==> config.mk <==
export PLATFORM = sky130hd
export DESIGN_NAME = flashCmdIf
export DESIGN_NICKNAME = d
export VERILOG_FILES = /design/src/rtl/flashCmdPkg.sv /design/src/rtl/cmdCtrl.sv /design/src/rtl/busPath.sv /design/src/rtl/flashCmdIf.sv
export SDC_FILE = /design/constraint.sdc
export NUM_CORES = 1
export LEC_CHECK = 0
export ABC_AREA = 1
export CORE_MARGIN = 10
export CORE_UTILIZATION = 30
export DETAILED_ROUTE_END_ITERATION = 7
export DONT_BUFFER_PORTS = 1
export SLEW_MARGIN = 0
export SYNTH_ARGS = -nofsm -noshare
export SYNTH_HDL_FRONTEND = slang
export SYNTH_SLANG_ARGS = --single-unit
export TNS_END_PERCENT = 30
==> constraint.sdc <==
create_clock -name clk -period 1.3 [get_ports clk]
set_input_delay 0.065 -clock clk [delete_from_list [all_inputs] [get_ports clk]]
set_output_delay 0.065 -clock clk [all_outputs]
set_load 0.005 [all_outputs]
==> src/rtl/flashCmdPkg.sv <==
package flashCmdPkg;

  typedef enum logic [1:0] {
    MODE_ARRAY  = 2'd0,
    MODE_IDENT  = 2'd1,
    MODE_QUERY  = 2'd2,
    MODE_STATUS = 2'd3
  } readMode_e;

  typedef enum logic [2:0] {
    OP_NONE    = 3'd0,
    OP_PROG    = 3'd1,
    OP_ERASE   = 3'd2,
    OP_LOCK    = 3'd3,
    OP_UNLOCK  = 3'd4,
    OP_SUSPEND = 3'd5,
    OP_RESUME  = 3'd6
  } seqOp_e;

  typedef struct packed {
    logic latchAddr;
    logic latchData;
    logic setErr;
    logic clrErr;
  } pathStrobe_t;

  localparam logic [7:0] CMD_ARRAY   = 8'hFF;
  localparam logic [7:0] CMD_STATUS  = 8'h70;
  localparam logic [7:0] CMD_CLEAR   = 8'h50;
  localparam logic [7:0] CMD_IDENT   = 8'h90;
  localparam logic [7:0] CMD_QUERY   = 8'h98;
  localparam logic [7:0] CMD_WORD    = 8'h40;
  localparam logic [7:0] CMD_ERASE   = 8'h20;
  localparam logic [7:0] CMD_LOCKSET = 8'h60;
  localparam logic [7:0] CMD_CONFIRM = 8'hD0;
  localparam logic [7:0] CMD_LOCKBIT = 8'h01;
  localparam logic [7:0] CMD_SUSPEND = 8'hB0;

endpackage

==> src/rtl/cmdCtrl.sv <==
module cmdCtrl
  import flashCmdPkg::*;
(
  input  logic        clk,
  input  logic        rstN,
  input  logic        ceN,
  input  logic        weN,
  input  logic [7:0]  cmdByte,
  input  logic        seqBusy,
  output pathStrobe_t strobe,
  output readMode_e   readMode,
  output logic        seqReq,
  output logic [2:0]  seqOp
);

  typedef enum logic [1:0] {ST_IDLE, ST_WORD, ST_ERASE, ST_LOCK} cmdState_e;

  cmdState_e state, nState;
  readMode_e nMode;
  seqOp_e    nOp;
  logic      nReq;
  logic      prevCe, prevWe;
  logic      ceFall, weRise;
  logic      setErr, clrErr;

  // strobe edges seen against last cycle's sample
  assign ceFall = prevCe & ~ceN;
  assign weRise = ~prevWe & weN & ~ceN;

  always_comb begin
    nState = state;
    nMode  = readMode;
    nReq   = 1'b0;
    nOp    = OP_NONE;
    setErr = 1'b0;
    clrErr = 1'b0;
    if (weRise) begin
      case (state)
        ST_IDLE: begin
          if (seqBusy) begin
            if (cmdByte == CMD_SUSPEND) begin
              nReq = 1'b1;
              nOp  = OP_SUSPEND;
            end
          end else begin
            case (cmdByte)
              CMD_ARRAY:   nMode = MODE_ARRAY;
              CMD_STATUS:  nMode = MODE_STATUS;
              CMD_IDENT:   nMode = MODE_IDENT;
              CMD_QUERY:   nMode = MODE_QUERY;
              CMD_CLEAR:   clrErr = 1'b1;
              CMD_WORD:    nState = ST_WORD;
              CMD_ERASE:   nState = ST_ERASE;
              CMD_LOCKSET: nState = ST_LOCK;
              CMD_CONFIRM: begin
                nReq = 1'b1;
                nOp  = OP_RESUME;
              end
              default: ;
            endcase
          end
        end
        ST_WORD: begin
          nReq   = 1'b1;
          nOp    = OP_PROG;
          nMode  = MODE_STATUS;
          nState = ST_IDLE;
        end
        ST_ERASE: begin
          nMode  = MODE_STATUS;
          nState = ST_IDLE;
          if (cmdByte == CMD_CONFIRM) begin
            nReq = 1'b1;
            nOp  = OP_ERASE;
          end else begin
            setErr = 1'b1;
          end
        end
        ST_LOCK: begin
          nMode  = MODE_STATUS;
          nState = ST_IDLE;
          if (cmdByte == CMD_LOCKBIT) begin
            nReq = 1'b1;
            nOp  = OP_LOCK;
          end else if (cmdByte == CMD_CONFIRM) begin
            nReq = 1'b1;
            nOp  = OP_UNLOCK;
          end else begin
            setErr = 1'b1;
          end
        end
        default: nState = ST_IDLE;
      endcase
    end
  end

  always_comb begin
    strobe.latchAddr = ceFall;
    strobe.latchData = weRise;
    strobe.setErr    = setErr;
    strobe.clrErr    = clrErr;
  end

  always_ff @(posedge clk or negedge rstN) begin
    if (!rstN) begin
      prevCe   <= 1'b1;
      prevWe   <= 1'b1;
      state    <= ST_IDLE;
      readMode <= MODE_ARRAY;
      seqReq   <= 1'b0;
      seqOp    <= OP_NONE;
    end else begin
      prevCe   <= ceN;
      prevWe   <= weN;
      state    <= nState;
      readMode <= nMode;
      seqReq   <= nReq;
      seqOp    <= nOp;
    end
  end


  req_single_pulse_chk: assert property (@(posedge clk) disable iff (!rstN)
    seqReq |=> !seqReq);


  req_mode_status_chk: assert property (@(posedge clk) disable iff (!rstN)
    (seqReq && seqOp != OP_SUSPEND && seqOp != OP_RESUME) |-> readMode == MODE_STATUS);


  bad_confirm_mode_chk: assert property (@(posedge clk) disable iff (!rstN)
    strobe.setErr |=> (readMode == MODE_STATUS && !seqReq));

endmodule

==> src/rtl/busPath.sv <==
module busPath
  import flashCmdPkg::*;
#(
  parameter int ADDR_W = 22,
  parameter int DATA_W = 16,
  parameter logic [DATA_W-1:0] MFR_ID = 'h0042,
  parameter logic [DATA_W-1:0] DEV_ID = 'h88A1
) (
  input  logic              clk,
  input  logic              rstN,
  input  pathStrobe_t       strobe,
  input  readMode_e         readMode,
  input  logic              ceN,
  input  logic              oeN,
  input  logic              weN,
  input  logic              seqBusy,
  input  logic [ADDR_W-1:0] addr,
  input  logic [DATA_W-1:0] wdata,
  input  logic [DATA_W-1:0] arrayData,
  input  logic [DATA_W-1:0] queryData,
  output logic [ADDR_W-1:0] memAddr,
  output logic [DATA_W-1:0] seqData,
  output logic [DATA_W-1:0] rdata,
  output logic              rdataOe
);

  localparam int PAD_W = DATA_W - 8;

  logic [1:0]        errBits;   // [1] erase error, [0] program error
  logic [7:0]        statusByte;
  readMode_e         effMode;
  logic [DATA_W-1:0] selData;
  logic              drive;

  always_ff @(posedge clk or negedge rstN) begin
    if (!rstN) begin
      memAddr <= '0;
      seqData <= '0;
      errBits <= 2'b00;
    end else begin
      if (strobe.latchAddr) memAddr <= addr;
      if (strobe.latchData) seqData <= wdata;
      if (strobe.setErr)      errBits <= 2'b11;
      else if (strobe.clrErr) errBits <= 2'b00;
    end
  end

  assign statusByte = {~seqBusy, 1'b0, errBits[1], errBits[0], 4'b0000};
  assign effMode    = seqBusy ? MODE_STATUS : readMode;

  always_comb begin
    case (effMode)
      MODE_ARRAY:  selData = arrayData;
      MODE_IDENT:  selData = memAddr[0] ? DEV_ID : MFR_ID;
      MODE_QUERY:  selData = queryData;
      default:     selData = {{PAD_W{1'b0}}, statusByte};
    endcase
  end

  assign drive   = rstN & ~ceN & ~oeN & weN;
  assign rdataOe = drive;
  assign rdata   = drive ? selData : '0;


  err_set_chk: assert property (@(posedge clk) disable iff (!rstN)
    strobe.setErr |=> errBits == 2'b11);


  err_clear_chk: assert property (@(posedge clk) disable iff (!rstN)
    (strobe.clrErr && !strobe.setErr) |=> errBits == 2'b00);


  busy_status_chk: assert property (@(posedge clk) disable iff (!rstN)
    (rdataOe && seqBusy) |-> rdata[7] == 1'b0);

endmodule

==> src/rtl/flashCmdIf.sv <==
module flashCmdIf
  import flashCmdPkg::*;
#(
  parameter int ADDR_W = 22,
  parameter int DATA_W = 16,
  parameter logic [DATA_W-1:0] MFR_ID = 'h0042,
  parameter logic [DATA_W-1:0] DEV_ID = 'h88A1
) (
  input  logic              clk,
  input  logic              rstN,
  input  logic              ceN,
  input  logic              oeN,
  input  logic              weN,
  input  logic [ADDR_W-1:0] addr,
  input  logic [DATA_W-1:0] wdata,
  input  logic [DATA_W-1:0] arrayData,
  input  logic [DATA_W-1:0] queryData,
  input  logic              seqBusy,
  output logic [DATA_W-1:0] rdata,
  output logic              rdataOe,
  output logic [ADDR_W-1:0] memAddr,
  output logic              seqReq,
  output logic [2:0]        seqOp,
  output logic [DATA_W-1:0] seqData
);

  pathStrobe_t strobe;
  readMode_e   readMode;

  cmdCtrl u_ctrl (
    .clk      (clk),
    .rstN     (rstN),
    .ceN      (ceN),
    .weN      (weN),
    .cmdByte  (wdata[7:0]),
    .seqBusy  (seqBusy),
    .strobe   (strobe),
    .readMode (readMode),
    .seqReq   (seqReq),
    .seqOp    (seqOp)
  );

  busPath #(
    .ADDR_W (ADDR_W),
    .DATA_W (DATA_W),
    .MFR_ID (MFR_ID),
    .DEV_ID (DEV_ID)
  ) u_path (
    .clk       (clk),
    .rstN      (rstN),
    .strobe    (strobe),
    .readMode  (readMode),
    .ceN       (ceN),
    .oeN       (oeN),
    .weN       (weN),
    .seqBusy   (seqBusy),
    .addr      (addr),
    .wdata     (wdata),
    .arrayData (arrayData),
    .queryData (queryData),
    .memAddr   (memAddr),
    .seqData   (seqData),
    .rdata     (rdata),
    .rdataOe   (rdataOe)
  );

endmodule

**Word level (Yosys, flattened, before mapping)**

Index checks and enable logic that the tools add are counted.

- Bits in latches: 0
- Memories: 0
- Input port bits: 76
- Bits in writable memories: 0
- Output and inout bits: 59
- ROM bits: 0
- Register bits after elaboration: 50
- Logic and storage cells: 78

- Reductions and logical operators: 6
- $mul: 0
- Equal/unequal tests: 19
- Bitwise operators: 10
- Add/subtract/negate cells: 0
- Order comparisons: 0
- Shifts and indexed selects: 0
- Multiplexer cells: 34
- Divide/modulo/power cells: 0

Operators with widths:

| kind | count |
|---|---|
| $pmux W16 S3 | 1 |
| $eq A8 B8 Y1 const B | 5 |
| $eq A8 B7 Y1 const B | 4 |
| $mux W16 | 2 |
| $mux W3 | 6 |
| $mux W1 | 12 |
| $mux W2 | 6 |
| $pmux W3 S4 | 1 |
| $eq A8 B1 Y1 const B | 1 |
| $eq A8 B6 Y1 const B | 1 |
| $pmux W2 S2 | 2 |
| $pmux W2 S4 | 1 |
| $and A1 B1 Y1 | 6 |
| $eq A2 B2 Y1 const B | 3 |
| $pmux W2 S3 | 1 |
| $reduce_and A3 Y1 | 2 |
| $ne A5 B5 Y1 const B | 1 |
| $eq A2 B1 Y1 const B | 2 |
| $logic_not A2 Y1 | 2 |
| $ne A4 B4 Y1 const B | 1 |
| $not A1 Y1 | 4 |
| $pmux W1 S4 | 1 |
| $reduce_or A3 Y1 | 1 |
| $ne A2 B2 Y1 const B | 1 |
| other kinds (2) | 2 |

**Logic depth before layout (Yosys ltp)**

- Word-level depth: 7
- Depth in mapped cells: 9
- Mapped depth without buffers: 9

**Hierarchy**

From an unflattened synthesis, not the netlist that was laid out.

- Cell total of the unflattened synthesis: 294
- Area, all modules: 2,650.0 um^2

By module, submodules not included:

| module | cells each | times used | sequential area each (um^2) | area each (um^2) |
|---|---|---|---|---|
| busPath | 172 | 1 | 975.9 | 1,845.5 |
| cmdCtrl | 122 | 1 | 252.7 | 804.5 |

**Worst setup path after synthesis**

OpenSTA, ideal clock, no wires.

- Path type: register to register
- From: register u_ctrl.prevCe
- To: register u_path.memAddr[10]
- Setup time: 0.125 ns
- Path slack: 0.146 ns
- Cell stages (with the launch flop): 4
- Path buffers: 1
- Clock period less this slack: 1.154 ns
- Data required time: 1.175 ns
- Data arrival time: 1.029 ns
- Cell sequence: dfstp_2 > nand2_1 > buf_2 > mux2_2

- Longest elaborated chain between the ends: 1

Ends and longest elaborated chain:

| item | RTL line | text |
|---|---|---|
| start: declaration | cmdCtrl.sv:22 | `logic prevCe, prevWe;` |
| start signal: assignment | cmdCtrl.sv:113 | `prevCe <= ceN;` |
| $and A1 B1 Y1 | cmdCtrl.sv:27 | `assign ceFall = prevCe & ~ceN;` |
| end signal: assignment | busPath.sv:41 | `if (strobe.latchAddr) memAddr <= addr;` |
| end: declaration | busPath.sv:21 | `output logic [ADDR_W-1:0] memAddr,` |

Every way passes these cells.
A chain may end at the register's enable or synchronous reset.

**Worst setup path after layout**

- From: register u_ctrl.readMode[1]
- To: output port rdata[0]

- Longest elaborated chain between the ends: 4
- Elaborated cells between the ends (all ways): 6
- Classes of those cells: eq/ne (2); mux (3); reduce/logical (1)

Ends and longest elaborated chain:

| item | RTL line | text |
|---|---|---|
| start: declaration | cmdCtrl.sv:11 | `output readMode_e readMode,` |
| start signal: assignment | cmdCtrl.sv:116 | `readMode <= nMode;` |
| $mux W2 * | busPath.sv:49 | `assign effMode = seqBusy ? MODE_STATUS : readMode;` |
| $eq A2 B2 Y1 (tied with other cells) | busPath.sv:52 | `case (effMode)` |
| $pmux W16 S3 * | busPath.sv:52 |  |
| $mux W16 * | busPath.sv:62 | `assign rdata = drive ? selData : '0;` |
| end: declaration | flashCmdIf.sv:19 | `output logic [DATA_W-1:0] rdata,` |

Every way passes the cells marked *; elsewhere a longest branch is shown, timed or not.

==> qor.yml <==
outcome: "finished, violations left"
violations: "negative setup slack"
tns_ns: -2.26
ys_async_sr_fraction: 1.00
ir_worst_vdd_uv: 634
min_period_ns: 1.49
syn_avg_cell_area_um2: 8.25
synth_seq_cells: 49
nFillCells: 801
synth_top_area_share: 0.467
h-tree-depth: 2
synth-compound-area-share: 0.0721
synthAdderAreaFrac: 0
cp_num_cells: 7
synth_top_area_cell: "dfrtp_1"
p_leak_nw: 1.53
synthTopCellsByArea: "dfrtp_1 (47%), nand2_1 (16%), mux2_2 (9.8%), inv_1 (3.9%), nor2_1 (3.7%)"
cp-start-kind: "flip-flop"
rows: 33
cp-end-kind: "output pin"
grt_pass1_wl_mm: 12.9
fin_nets: 439
syn_to_final_growth_pct: 33.0
vias: 2180
synth_top_family_by_area: "simple AND/OR/NAND/NOR gates"
finalHoldViolations: 0
worstSetupPathType: "flip-flop to output pin"
dieArea_um2: 12500
placed_cell_area_um2: 2680
dp_slack_ns: 0.0179
gp_congestion: 0.817
wire_per_inst_um: 16.9
antenna_found_initial: 0
final_cell_area_um2: 3350
hold_path.class: "input pin to flip-flop"
die_x_um: 112
rsz0062_at_grt: "yes"
clkLatencyLatePin_ns: 0.30
via_per_inst: 4.65
path_cells: "nor2_4 -> buf_6 -> nor2_2 -> nor2_2 -> buf_6 -> nand2_2 -> inv_2"
cts.sinks: 49
syn_inst: 305
n_antenna_cell: 0
synthFlopType: "dfrtp_1"
synth-xor-area-share: 0
ff2ff_path_depth: 6
cp_slowest_stage_delay_ns: 0.41
core_um2: 8180
drtIter0Drc: 100
grt_max_degree: 50
syn_nets: 381
critPathArrivalTime_ns: 1.42
cp.required_ns: 1.24
grt_overflow: 0
grt.total_usage: 0.125
yosysMostFrequentCell: "nand2_1"
ios: 135
ys_seq_area_frac: 0.488
register_area_um2: 1230
worst-path-max-fanout: 5
powerDensity_nw_per_um2: 1190
cts_made_buffers: 5
slowest_stage: "dfrtp_1"
holdPathStages: 2
grt_pass1_vias: 2464
reg2reg_from: "u_ctrl.state[0]$_DFFE_PN0P_"
synthTopCellsByCount: "nand2_1 (105), dfrtp_1 (47), inv_1 (26)"
place_hpwl_mm: 5.84
relSlewSlack: 0.750
drc: 0
cts_buffer_depth: 2
ys.warnings.count: 0
slew_viol_final: 0
initial_core_util: 0.308
reg2reg_slack_ns: 0.11
setup_viol: 16
crit_buf_inv: 3
timing.hold.ws_ns: 0.0182
synth_enable_flop_cells: 0
clk_pin_slew_ns: 0.09
final_core_util: 0.409
clock_skew_ns: 0.00703
muxShareOfSynthArea: 0.0985
antenna_left: 0
fin_crit_sh: 1.14
postRouteWirelength_mm: 7.94
path_delay_family: "flip-flops"
multi_input_area_um2: 1190
ys_types: 23
io_buffers: 0
synthSimpleGateAreaFrac: 0.278
worst_pin_slew_ns: 0.374
rr_endpoint: "u_ctrl.readMode[1]$_DFFE_PN0P_"
die_h_um: 112
cts-root-buf: "clkbuf_8"
fmax_mhz: 672
cts_tree: "yes"
crit_start: "u_ctrl.readMode[1]$_DFFE_PN0P_"
drv_cap: 0
first_pass_iters: 4
endpoint: "rdata[0]"
fin_ws_ns: -0.188
drive_gt1_frac: 0.255
synth_area_um2: 2520
[registers in the layout, indices dropped and copies added, names as in the netlist]
register / flops
u_path.memAddr: 22
u_path.seqData: 16
u_ctrl.seqOp: 3
u_ctrl.readMode: 2
u_ctrl.state: 2
u_ctrl.prevCe: 1
u_ctrl.prevWe: 1
u_ctrl.seqReq: 1
u_path.errBits: 1
[routing by layer]
layer  global-route usage  wire, um  vias to the layer above
met5                    0         0                        -
met4               0.0274        78                        0
met3               0.0505       727                        9
met2                0.217      4030                       92
met1                0.140      3100                      999
li1                     -         -                     1080
[kinds of logic after synthesis]
logic type	count (synthesis)
simple gates	164
compound gates	33
mux	22
buf+inv	37
flops	49
[worst register-to-register path, cell delays in order (launching register included)]
cell and delay [ns]:
dfrtp_1 0.47, nor2_4 0.21, inv_1 0.08, a21oi_1 0.12
nand3_1 0.09, nand3_1 0.08, nand2_1 0.05
[layout by cell type, fill, tap and decap left out, types with 5 or more instances in the layout]
cell | netlist | layout
a21oi_1 | 15 | 6
inv_2 | 2 | 5
o21ai_0 | 13 | 12
dlygate4sd3_1 | 0 | 41
mux2_2 | 22 | 22
a21oi_2 | 4 | 13
inv_1 | 26 | 21
dfrtp_1 | 47 | 46
clkbuf_8 | 0 | 5
nor2_1 | 25 | 21
nand3_1 | 18 | 18
nand2_1 | 105 | 98
nor2_2 | 1 | 5
nand2_2 | 6 | 13
buf_4 | 0 | 14
[metrics by stage]
step	instances	power, mW
2_1_floorplan	305	2.59
3_3_place_gp	411	2.79
3_5_place_dp	411	2.82
4_1_cts	467	4.02
5_1_grt	469	4.28
6_report	469	3.98
[worst min path at each step]
stage                        start                              to  slack (ns)
after floorplan               rstN  u_ctrl.readMode[0]$_DFFE_PN0P_       -0.23
final                     wdata[5]   u_path.seqData[5]$_DFFE_PN0P_        0.02
after global routing      wdata[5]   u_path.seqData[5]$_DFFE_PN0P_        0.03
after CTS                 wdata[5]   u_path.seqData[5]$_DFFE_PN0P_       0.009
after global placement        rstN   u_path.memAddr[0]$_DFFE_PN0P_       -0.23
after detailed placement      rstN  u_ctrl.readMode[1]$_DFFE_PN0P_       -0.23
[what timing repair did]
item	in CTS	in global routing
gates resized for setup	32	4
buffers inserted	6	2
endpoints found under the setup margin	16	22
hold endpoints to repair	90	0
pin swaps	10	4
cloned	0	0
hold buffers	42	0
[power breakdown]
group / internal (mW) / switching, mW / total [mW]
combinational: 0.539 / 0.550 / 1.09
sequential: 1.77 / 0.234 / 2.00
clock: 0.380 / 0.515 / 0.895
[area by class of cell]
cell class | instances | share of cell area
clock buffers | 6 | 0.0217
flip-flops and latches | 49 | 0.367
clock inverters | 2 | 0.00449
repair buffers | 59 | 0.175
well taps | 105 | 0.0393
inverters | 29 | 0.0355
multi-input cells | 219 | 0.357
Note: power is estimated with default switching activity, not from simulation.
